<file path="src/rtl/out_guard.sv">
module out_guard #(
  parameter int ON_MS  = 90,
  parameter int OFF_MS = 900
) (
  input  logic       clk,
  input  logic       rst_n,
  input  logic       tick_ms,
  input  logic       ovl_det,
  input  logic       hot_det,
  input  logic       clamp_static,
  input  logic       ovl_lock_en,
  input  logic       hot_lock_en,
  input  logic [3:0] vsel_in,
  output logic       out_en,
  output logic       olf,
  output logic       otf,
  output logic       vsel_clr
);
  localparam int MAXW = (OFF_MS > ON_MS) ? OFF_MS : ON_MS;
  localparam int CW = $clog2(MAXW + 1);
  localparam logic [CW-1:0] ON_LAST  = CW'(ON_MS - 1);
  localparam logic [CW-1:0] OFF_LAST = CW'(OFF_MS - 1);

  typedef enum logic [1:0] {S_IDLE, S_ON, S_OFF} seq_t;

  seq_t          st;
  logic [CW-1:0] cnt;
  logic          seen;
  logic          olock, hlock;

  wire pulsed  = !hot_det && !clamp_static;
  wire on_end  = pulsed && st == S_ON && tick_ms && cnt == ON_LAST;
  wire go_off  = on_end && (seen || ovl_det);
  wire off_end = pulsed && st == S_OFF && tick_ms && cnt == OFF_LAST;
  wire o_set   = ovl_lock_en && (go_off || (clamp_static && !hot_det && ovl_det));
  wire h_set   = hot_lock_en && hot_det;
  wire vsel_z  = vsel_in == 4'd0;

  assign out_en   = !vsel_z && !otf && !olock && !hlock && st != S_OFF;
  assign vsel_clr = olock || hlock;

  always_ff @(posedge clk or negedge rst_n) begin
    if (!rst_n) begin
      st    <= S_IDLE;
      cnt   <= '0;
      seen  <= 1'b0;
      olf   <= 1'b0;
      otf   <= 1'b0;
      olock <= 1'b0;
      hlock <= 1'b0;
    end else begin
      otf <= hot_det;
      if (o_set)       olock <= 1'b1;
      else if (vsel_z) olock <= 1'b0;
      if (h_set)       hlock <= 1'b1;
      else if (vsel_z) hlock <= 1'b0;

      if (hot_det || clamp_static) begin
        st   <= S_IDLE;
        cnt  <= '0;
        seen <= 1'b0;
        olf  <= !hot_det && ovl_det;
      end else begin
        case (st)
          S_IDLE: if (ovl_det) begin
            st   <= S_ON;
            cnt  <= '0;
            seen <= 1'b1;
          end
          S_ON: begin
            seen <= seen || ovl_det;
            if (on_end) begin
              cnt <= '0;
              st  <= go_off ? S_OFF : S_IDLE;
              olf <= go_off;
            end else if (tick_ms) begin
              cnt <= cnt + 1'b1;
            end
          end
          S_OFF: begin
            if (off_end) begin
              st   <= S_ON;
              cnt  <= '0;
              seen <= 1'b0;
            end else if (tick_ms) begin
              cnt <= cnt + 1'b1;
            end
          end
          default: st <= S_IDLE;
        endcase
      end
    end
  end
endmodule

</file>
<file path="config.mk">
export PLATFORM = sky130hd
export DESIGN_NAME = out_guard
export DESIGN_NICKNAME = d
export VERILOG_FILES = /design/src/rtl/out_guard.sv
export SDC_FILE = /design/constraint.sdc
export NUM_CORES = 1
export LEC_CHECK = 0
export BUFFER_PORTS_ARGS = -buffer_cell sky130_fd_sc_hd__buf_2
export CAP_MARGIN = 10
export CORE_MARGIN = 5
export CORE_UTILIZATION = 55
export DETAILED_ROUTE_END_ITERATION = 8
export PLACE_DENSITY = 0.77
export SYNTH_ARGS = -nofsm -noshare
export SYNTH_HDL_FRONTEND = slang
export SYNTH_SLANG_ARGS = --single-unit
</file>
<file path="constraint.sdc">
create_clock -name clk -period 2.4 [get_ports clk]
set_input_delay 0.36 -clock clk [delete_from_list [all_inputs] [get_ports clk]]
set_output_delay 0.36 -clock clk [all_outputs]
set_load 0.03 [all_outputs]
</file>
Word-level counts from Yosys, hierarchy flattened:

Index checks and enable logic that the tools add are counted.
W data, S select, Z words.

* register bits: 17
* bits of input ports: 12
* word-level logic and storage cells: 76

* $add $sub $neg: 1
* equality and inequality tests: 8
* mux-type cells: 22
* reduce and logical (&&, ||, !) cells: 38

Operators by type and width (count)
* $mux W10: 5
* $pmux W10 S3: 1
* $logic_and A1 B1 Y1: 17
* $add A10 B1 Y10 const B: 1
* $eq A10 B10 Y1 const B: 1
* $eq A10 B7 Y1 const B: 1
* $mux W2: 5
* $mux W1: 9
* $reduce_bool A2 Y1: 4
* $logic_not A1 Y1: 6
* $ne A3 B2 Y1 const B: 2
* $pmux W2 S3: 1
* $reduce_and A3 Y1: 2
* $logic_not A4 Y1: 1
* $logic_or A1 B1 Y1: 4
* $reduce_and A2 Y1: 2
* $reduce_bool A4 Y1: 1
* $ne A3 B3 Y1 const B: 1
* $pmux W1 S3: 1
* $eq A2 B1 Y1 const B: 1
* $eq A2 B2 Y1 const B: 1
* $logic_not A2 Y1: 1
* $ne A2 B2 Y1 const B: 1

Longest topological paths before layout:

Gate-level depths: netlist of the first run.

* depth after elaboration: 10
* mapped depth: 8

Worst setup path before layout of the first run:

OpenSTA, ideal clock, no wires.

* path kind: flip-flop to flip-flop
* start: register st[1]
* end: register cnt[2]
* setup time: 0.129 ns
* arrival: 2.033 ns
* path slack: 0.238 ns
* cell stages (with the launch flop): 9
* path buffers: 1
* clock period less this slack: 2.162 ns
* cells stage by stage: dfrtp_1 inv_1 ha_1 or4bb_4 o41ai_2 a21oi_2 buf_6 a21oi_1 o22ai_1

* cells in the longest elaborated chain, start to end: 7
* elaborated cells on any way between the ends: 16

RTL lines
* from (decl): RTL line 26 `seq_t st;`
* from (signal assigned): RTL line 74 `st <= go_off ? S_OFF : S_IDLE;`
* $eq A2 B2 Y1 or $eq A2 B1 Y1 (tied branches): RTL line 34, 64, 32
* $logic_and A1 B1 Y1 (on tied branches) (3 in series): RTL line 34, 32
* $mux W10 (on tied branches): RTL line 81, 72
* $pmux W10 S3: RTL line 64 `case (st)`
* $mux W10: RTL line 58 `if (hot_det || clamp_static) begin`
* to (signal assigned): RTL line 77 `cnt <= cnt + 1'b1;`
* to (signal assigned): RTL line 86 `cnt <= cnt + 1'b1;`
* to (decl): RTL line 27 `logic [CW-1:0] cnt;`

Parallel ways exist; a longest one is shown, timed or not.
A chain may end at the register's enable or synchronous reset.

Final worst setup path of the first run:

* start: register st[1]
* end: register cnt[1]

Same word-level chain as after synthesis.

==> results of run 1 <==
## cells in the mapped netlist (2+ instances only)
| library cell | n |
|---|---|
| and3_1 | 2 |
| nor2b_1 | 2 |
| o21ai_0 | 6 |
| a22o_1 | 2 |
| o22ai_1 | 3 |
| nor2_1 | 8 |
| a31oi_1 | 6 |
| nand4_1 | 3 |
| nand3_1 | 4 |
| clkbuf_1 | 2 |
| ha_1 | 6 |
| o21a_1 | 2 |
| nor3_1 | 2 |
| dfrtp_1 | 17 |
| or4_4 | 2 |
| nand2b_1 | 4 |
| o2bb2ai_1 | 2 |
| inv_1 | 7 |
| nand2_1 | 10 |
| a21oi_1 | 4 |
| nand3b_1 | 5 |
## cell usage in the layout (no fill, tap or decap), types with 2 or more instances in the layout
master	netlist	routed
inv_1	7	7
nand2b_1	4	4
ha_1	6	6
nor2b_1	2	2
o21ai_0	6	6
buf_4	0	4
or4_4	2	2
nand3b_1	5	5
clkbuf_4	0	3
a21oi_1	4	4
nand3_1	4	4
o22ai_1	3	3
and3_1	2	2
buf_2	0	15
nand2_1	10	9
o2bb2ai_1	2	2
nand4_1	3	3
a31oi_1	6	6
nor3_1	2	2
a22o_1	2	2
nor2_1	8	8
o21a_1	2	2
dfrtp_1	17	17
## layout make-up
type                       count  area (um^2)
clock buffer                   3         22.5
fill                         159          667
sequential                    17          425
clock inverter                 1         5.00
timing repair buffer          20          115
inverter                       7         26.3
tap                           27         33.8
multi-input combinational     91          647
## stage by stage
| stage | utilization (%) | hold slack, ps | cells | setup WS [ps] |
|---|---|---|---|---|
| global placement | 63.0 | 299 | 161 | 188 |
| CTS | 64.9 | 220 | 166 | 77.0 |
| detailed placement | 63.0 | 311 | 161 | 104 |
| global route | 65.7 | 220 | 166 | 35.6 |
| finish | 65.7 | 237 | 166 | 173 |
| floorplan | - | 64.4 | 118 | 238 |
## worst reg2reg max path: stages, from the launching register on
cell and delay, ps:
dfrtp_1 430, inv_1 100, ha_1 170, or4bb_4 480
o41ai_4 370, a21oi_2 210, a21o_1 240, o2bb2ai_1 120
## kinds of logic (layout without fill, tap and decap cells)
group	after synthesis	after routing	share of synthesized area, %
fa+ha+maj	6	6	6.80
buf+inv	10	31	4.08
compound gates	36	36	24.4
simple gates	49	49	26.2
flops	17	17	38.5
## flip-flops by register name, indices dropped and copies added (netlist names)
signal  count
st          2
seen        1
otf         1
cnt        10
olf         1
hlock       1
olock       1
## power by group through the flow
stage               logic, uW  clock network [uW]  registers (uW)
floorplan                43.7                   0             309
global placement         76.5                   0             305
detailed placement       79.3                   0             306
CTS                      80.9                 167             300
global route             89.9                 179             302
finish                   82.1                 157             300
## final timing paths
path / start / slack, ps / endpoint
worst min register to register: hlock / 500 / hlock
min in group asynchronous: rst_n / 510 / olock
max in group asynchronous: rst_n / 1610 / olf
worst max register to register: st[1] / 170 / cnt[1]
worst max-delay path: st[1] / 170 / cnt[1]
worst min-delay path: hot_det / 240 / otf
## per-layer routing
metal | vias to the layer above | global-route usage (%) | wire [um] | part of all wire, %
met4 | 0 | 7.47 | 27 | 1.1
li1 | 490 | - | - | -
met2 | 28 | 35.8 | 1230 | 49
met5 | - | 0 | 0 | 0
met1 | 477 | 24.8 | 1130 | 45
met3 | 4 | 2.45 | 119 | 4.7
## repair_timing
action | CTS | global route
setup buffers | 0 | 0
hold buffers | 1 | 0
gates resized for setup | 0 | 2
setup endpoints to repair | 0 | 7
endpoints found under the hold margin | 17 | 0
==> flow_summary.yaml, run 1 <==
yosys:
  synth_area_um2: 1100
  synth_area_leaders: "dfrtp_1 39%, ha_1 6.8%, a31oi_1 3.4%"
  yosysTopAreaCell: "dfrtp_1"
  yosys_warnings: 0
  ys_ff_latch: 17
  synth_edf_count: 0
  postSynthAreaPerCell_um2: 9.35
  synth_top_flop_cell: "dfrtp_1"
  synth-async-reset-ratio_pct: 100
  syn-num-nets: 136
  ys_types: 40
  synth_top_area_share_pct: 38.5
  netlist_instances: 118
  ys_seq_area_share_pct: 38.5
final_layout:
  drive_above_1_share_pct: 24.5
  nNetsFinal: 158
  diodes: 0
  final_area_um2: 1270
  area_growth_pct: 15.5
clock_tree:
  clock-sinks: 17
  insertion_delay_ps: 290
  cts_made_buffers: 3
  htree_levels: 1
  cts_root_buffer: "clkbuf_4"
  clk_pin_slew_ps: 100
  cts_buffer_depth: 2
  cts_tree: "built"
power_and_ir_drop:
  p_int_uw: 391
  power_switching_uw: 147
  seqPwrFrac_pct: 55.7
  power.leakage_uw: 0.000528
  powerDensity_nw_per_um2: 422
  finalPower_uw: 539
  switching_share_pct: 27.4
  p_clk_share_pct: 29.1
  combPwrFrac_pct: 15.2
  peakVddDrop_v: 0.000314
worst_setup_path:
  crit_fanout: 12
  worst-path-stages: 7
  critPathBufInv: 1
  endpoint_kind: "flip-flop"
  setup.worst_path.start_class: "flip-flop"
  critPathArrivalTime_ps: 2420
  critical_path_class: "flip-flop to flip-flop"
  worst_ep_required_time_ps: 2590
  crit_path_max_incr_delay_ps: 480
  critPathTopFamily: "compound AO/OA/AOI/OAI gates"
  crit_path_top_delay_cell: "or4bb_4"
  worstRegToRegCells: 7
  path_cells: "inv_1 > ha_1 > or4bb_4 > o41ai_4 > a21oi_2 > a21o_1 > o2bb2ai_1"
sta:
  slew_headroom_pct: 67.6
  hold_viol_final: 0
  worst_pin_slew_ps: 485
  finClkSkew_ps: 2.04
  setup_viol: 0
  fin_crit_sh_pct: 92.8
  maxSlewViolCount: 0
  max_freq_ghz: 0.449
  rsz0062_at_grt: "no"
  period_minus_slack_ps: 2230
  tns_ps: 0
status:
  status: "complete, no violations"
floorplanning:
  start_util_pct: 56.8
  fp.dieH_um: 54.8
  rows: 16
  core_area_um2: 1940
  die_x_um: 54.8
  die_area_um2: 3000
  io_pins: 16
global_route:
  antenna_found_initial: 0
  gr-usage-all-layers_pct: 20.3
  grt_pass1_wl_mm: 4.37
  grt_max_degree: 18
  grt_pass1_vias: 1014
  gr-total-overflow: 0
route:
  antenna_left: 0
  drt_wl_total_mm: 2.51
  wl_per_cell_um: 15.1
  drtIter0Drc: 47
  via_per_inst: 6.02
  drt-pass1-iter-count: 4
  drc_errors: 0
  vias: 999
placement:
  io_buffer_count: 15
  hpwl_mm: 1.91
  gp_congestion: 0.852
  dpl_cell_area_um2: 1220
hold_path:
  hp-class: "primary input to flip-flop"
  holdPathStages: 1
flow_run:
  drv_cap: 0
Note: power is estimated with default switching activity, not from simulation.
==> run 2: changes to the inputs <==
--- a/config.mk
+++ b/config.mk
@@ -8,9 +8,9 @@
 export BUFFER_PORTS_ARGS = -buffer_cell sky130_fd_sc_hd__buf_2
 export CAP_MARGIN = 10
 export CORE_MARGIN = 5
-export CORE_UTILIZATION = 55
+export CORE_UTILIZATION = 60
 export DETAILED_ROUTE_END_ITERATION = 8
-export PLACE_DENSITY = 0.77
+export PLACE_DENSITY = 0.83
 export SYNTH_ARGS = -nofsm -noshare
 export SYNTH_HDL_FRONTEND = slang
 export SYNTH_SLANG_ARGS = --single-unit
==> constraint.sdc (replaced) <==
create_clock -name clk -period 2.6 [get_ports clk]
set_input_delay 0.39 -clock clk [delete_from_list [all_inputs] [get_ports clk]]
set_output_delay 0.39 -clock clk [all_outputs]
set_load 0.03 [all_outputs]
==> run 2 against run 1 <==
Utilization grew 5.6 points; register-to-register slack better by 20 ps; critical endpoint is now cnt[9]; critical path depth stayed put; critical path type unchanged; largest power group unchanged; via count decreased by 0.40%.
==> flow_summary.yaml, run 2 (synthesized netlist as in run 1, its figures left out) <==
global_route:
  gr-total-overflow: 0
  grt_pass1_wl_mm: 4.37
  gr-usage-all-layers_pct: 21.1
  antenna_found_initial: 0
  grt_max_degree: 18
  grt_pass1_vias: 1010
final_layout:
  reg_top3: "cnt x10, st x2"
  regArea_um2: 425
  drive_above_1_share_pct: 22.1
  final_area_um2: 1240
  area_growth_pct: 12.7
  final_common_cell: "dfrtp_1"
  top_register: "cnt"
  multi_input_area_um2: 644
  final_util_pct: 71.3
  largest_reg_flops: 10
  diodes: 0
  nFillCells: 146
  layout_common_cells: "17 x dfrtp_1, 15 x buf_2, 10 x nand2_1, 8 x nor2_1, 7 x inv_1"
  nNetsFinal: 155
worst_setup_path:
  worstRegToRegCells: 7
  crit_fanout: 12
  crit_path_top_delay_cell: "or4bb_4"
  crit_path_max_incr_delay_ps: 510
  critical_path_class: "flip-flop to flip-flop"
  critPathArrivalTime_ps: 2570
  endpoint_kind: "flip-flop"
  rrSetupSlack_ps: 190
  worst_ep_required_time_ps: 2760
  r2r-end: "cnt[9]"
  rr_startpoint: "st[1]"
  setup.worst_path.start_class: "flip-flop"
  path_cells: "inv_1 > ha_1 > or4bb_4 > o41ai_4 > a21oi_2 > nand2_1 > o311ai_1"
floorplanning:
  fp.dieH_um: 52.9
  die_x_um: 52.9
  start_util_pct: 63.2
  io_pins: 16
  rows: 15
  core_area_um2: 1750
  die_area_um2: 2800
status:
  status: "complete, no violations"
placement:
  post-place-ws_ps: 230
  dpl_cell_area_um2: 1210
  hpwl_mm: 1.92
  gp_congestion: 0.878
  io_buffer_count: 15
sta:
  max_freq_ghz: 0.415
  setup_viol: 0
  tns_ps: 0
  postLayoutSetupSlackWorst_ps: 190
  hold_viol_final: 0
  finClkSkew_ps: 0.527
  worst_pin_slew_ps: 488
  maxSlewViolCount: 0
  period_minus_slack_ps: 2410
  rsz0062_at_grt: "no"
  fin_crit_sh_pct: 92.7
  slew_headroom_pct: 67.5
power_and_ir_drop:
  finalPower_uw: 492
  powerDensity_nw_per_um2: 395
  peakVddDrop_v: 0.000344
  power.leakage_uw: 0.000511
route:
  via_per_inst: 6.18
  wl_per_cell_um: 16.1
  antenna_left: 0
  drt-pass1-iter-count: 4
  drt_wl_total_mm: 2.59
  drtIter0Drc: 30
  drc_errors: 0
  vias: 995
clock_tree:
  htree_levels: 1
  cts_made_buffers: 3
  cts_buffer_depth: 2
  cts_root_buffer: "clkbuf_4"
  clock-sinks: 17
  insertion_delay_ps: 280
  cts_hold_buffers: 0
  cts_tree: "built"
  clk_pin_slew_ps: 100
  post_cts_buffers: 0
flow_run:
  drv_cap: 0
hold_path:
  hp-class: "primary input to asynchronous set/reset pin"
run 2: power breakdown:
group | internal (uW) | switching [uW] | total (uW)
Combinational | 29.6 | 44.6 | 74.2
Sequential | 272 | 4.49 | 277
Clock | 59.6 | 80.9 | 140
run 2: layer usage:
layer	wire [um]	vias to the layer above	global-route usage (%)
met4	25	0	6.38
li1	-	484	-
met3	144	4	3.66
met5	0	-	0
met2	1270	30	37.4
met1	1140	477	25.7
run 2: critical path, delay by kind of cell (launching register included):
family                   cells  cell delay (ps)
AO/OA/AOI/OAI                3              730
adder cells (fa/ha/maj)      1              290
buffers and inverters        1               90
flip-flops                   1              420
AND/OR/NAND/NOR              2              750
run 2: area by class of cell:
cell class              instances  area share (%)
multi-input cells              91            51.8
flip-flops and latches         17            34.2
repair buffers                 17            7.24
well taps                      25            2.52
clock buffers                   4            2.11
inverters                       7            2.11
run 2: worst max path at each step:
stage	depth (start not counted)	start	end
after floorplan	2	olock	out_en
after global placement	7	st[1]	cnt[9]
after detailed placement	7	st[1]	cnt[9]
after CTS	7	st[1]	cnt[9]
after global routing	7	st[1]	cnt[9]
final	7	st[1]	cnt[9]
run 2: per-stage QoR:
| step | cells | hold WS [ps] |
|---|---|---|
| after global placement | 157 | 328 |
| after floorplan | 118 | 94.4 |
| after detailed placement | 157 | 334 |
| after CTS | 161 | 22.0 |
| after global routing | 161 | 31.9 |
| final | 161 | 11.5 |
run 2: timing repair:
| item | CTS | global route |
|---|---|---|
| gates resized for setup | 0 | 1 |
| endpoints found under the hold margin | 0 | 0 |
| setup endpoints to repair | 0 | 1 |
==> run 3: changes to the inputs <==
--- a/config.mk
+++ b/config.mk
@@ -8,9 +8,11 @@
 export BUFFER_PORTS_ARGS = -buffer_cell sky130_fd_sc_hd__buf_2
 export CAP_MARGIN = 10
 export CORE_MARGIN = 5
-export CORE_UTILIZATION = 60
+export CORE_UTILIZATION = 63
+export CTS_BUF_LIST = sky130_fd_sc_hd__clkbuf_2 sky130_fd_sc_hd__clkbuf_4 sky130_fd_sc_hd__clkbuf_8
 export DETAILED_ROUTE_END_ITERATION = 8
-export PLACE_DENSITY = 0.83
+export MAX_ROUTING_LAYER = met4
+export PLACE_DENSITY = 0.87
 export SYNTH_ARGS = -nofsm -noshare
 export SYNTH_HDL_FRONTEND = slang
 export SYNTH_SLANG_ARGS = --single-unit
==> run 3 against run 2 <==
The flow now finishes with violations (negative hold slack); design area decreased by 1.4%; wire length is 4.1% lower; power is 1.3% higher; register-to-register slack about the same; clock power increased by 6%; final cell count is 5.0% lower; count of clock-buffer cells in the layout decreased by 1; clock skew is 1.1 ps higher; sequential cell count did not move; maximum frequency is 0.22% higher; global-route usage is 1.2 points higher; non-clock buffer count did not move; critical path type unchanged; largest cell class unchanged; highest routed layer unchanged.
==> flow_summary.yaml, run 3 (synthesized netlist as in run 1, its figures left out) <==
sta:
  finClkSkew_ps: 1.62
  worst_pin_slew_ps: 538
  maxSlewViolCount: 0
  hold_viol_final: 17
  worst_hold_slack_ps: -6.41
  tns_ps: 0
  period_minus_slack_ps: 2400
  max_freq_ghz: 0.416
  slew_headroom_pct: 64.2
  setup_viol: 0
  fin_crit_sh_pct: 92.5
  rsz0062_at_grt: "no"
final_layout:
  top_register: "cnt"
  reg_top3: "cnt x10, st x2"
  area_growth_pct: 11.1
  final_common_cell: "dfrtp_1"
  drive_above_1_share_pct: 23.5
  nNetsFinal: 155
  final_cells: 153
  diodes: 0
  layout_common_cells: "17 x dfrtp_1, 15 x buf_2, 9 x nand2_1, 8 x nor2_1, 7 x inv_1"
  nFillCells: 120
  largest_reg_flops: 10
worst_setup_path:
  critPathTopFamily: "compound AO/OA/AOI/OAI gates"
  crit_path_max_incr_delay_ps: 490
  worst_ep_required_time_ps: 2790
  worst-path-stages: 7
  critical_path_class: "flip-flop to flip-flop"
  setup.worst_path.start_class: "flip-flop"
  critPathBufInv: 1
  endpoint_kind: "flip-flop"
  crit_path_top_delay_cell: "or4bb_4"
  critPathArrivalTime_ps: 2600
  path_cells: "inv_1 > ha_1 > or4bb_4 > o41ai_2 > a21oi_2 > a21o_1 > o2bb2ai_1"
  worstRegToRegCells: 7
  crit_fanout: 12
floorplanning:
  io_pins: 16
  core_area_um2: 1690
  start_util_pct: 65.3
  die_area_um2: 2690
  fp.dieH_um: 51.9
  die_x_um: 51.9
  rows: 15
clock_tree:
  cts_hold_buffers: 0
  insertion_delay_ps: 300
  post_cts_buffers: 0
  clk_pin_slew_ps: 110
  cts_tree: "built"
  clock-sinks: 17
  htree_levels: 1
  cts_root_buffer: "clkbuf_4"
  cts_made_buffers: 3
  cts-resized-gates: 0
  cts_buffer_depth: 2
global_route:
  gr-usage-all-layers_pct: 22.3
  gr-total-overflow: 0
  grt_pass1_wl_mm: 4.32
  grt_max_degree: 18
  grt_pass1_vias: 987
  antenna_found_initial: 0
placement:
  placed_cells: 149
  io_buffer_count: 15
  gp_congestion: 0.868
  hpwl_mm: 1.87
status:
  violations: "negative hold slack"
  status: "finished with violations"
route:
  via_per_inst: 6.51
  vias: 996
  wl_per_cell_um: 16.2
  drtIter0Drc: 23
  antenna_left: 0
  drt_wl_total_mm: 2.48
  drt-pass1-iter-count: 4
  drc_errors: 0
hold_path:
  hp-class: "primary input to asynchronous set/reset pin"
power_and_ir_drop:
  powerDensity_nw_per_um2: 406
  power.leakage_uw: 0.000509
  peakVddDrop_v: 0.000403
flow_run:
  drv_cap: 0
-- run 3: cell types whose count changed in the layout (fill, tap and decap cells not counted), sizes merged --
cell	delta
clkinv	+1
clkbuf	-1
-- run 3: worst paths after layout --
| kind | from | slack [ps] | end |
|---|---|---|---|
| worst max-delay path | st[1] | 200 | cnt[1] |
| worst min-delay path | rst_n | -6 | olock |
| worst max register to register | st[1] | 200 | cnt[1] |
| worst min register to register | olock | 510 | olock |
| max in group asynchronous | rst_n | 2330 | cnt[5] |
| min in group clk | hot_det | 260 | otf |
-- run 3: layer usage --
layer / up-vias / GRT usage (%) / part of all wire (%)
met2: 31 / 34.3 / 48
met4: 0 / 13.1 / 1.9
met3: 6 / 4.30 / 4.8
li1: 483 / - / -
met5: - / - / 0
met1: 476 / 27.0 / 45
-- run 3: through the flow --
| step | utilization [%] | setup WS, ps | cell area [um^2] | power, uW | hold WS (ps) |
|---|---|---|---|---|---|
| 2_1_floorplan | - | 408 | 1100 | 325 | 94.4 |
| 3_3_place_gp | 70.8 | 301 | 1200 | 351 | 324 |
| 3_5_place_dp | 70.8 | 199 | 1200 | 354 | 335 |
| 4_1_cts | 72.4 | 184 | 1220 | 499 | 8.27 |
| 5_1_grt | 72.6 | 19.3 | 1230 | 527 | 12.8 |
| 6_report | 72.6 | 195 | 1230 | 498 | -6.41 |
-- run 3: power by group --
group	leakage (uW)	internal (uW)	switching (uW)
clock network	0.0000177	57.4	91.6
registers	0.000226	272	4.53
logic	0.000265	28.8	43.1
total	0.000509	359	139
-- run 3: worst register-to-register path: stages, from the launching register on --
cell and delay (ps):
dfrtp_1 430, inv_1 90, ha_1 260, or4bb_4 490, o41ai_2 420, a21oi_2 240, a21o_1 250, o2bb2ai_1 130
-- run 3: final cells by class --
type / count / area (um^2) / share of cell area (%)
flip-flops and latches: 17 / 425 / 34.7
clock buffers: 3 / 22.5 / 1.84
multi-input cells: 91 / 636 / 51.8
well taps: 17 / 21.3 / 1.73
inverters: 7 / 26.3 / 2.14
clock inverters: 1 / 5.00 / 0.408
repair buffers: 17 / 90.1 / 7.35
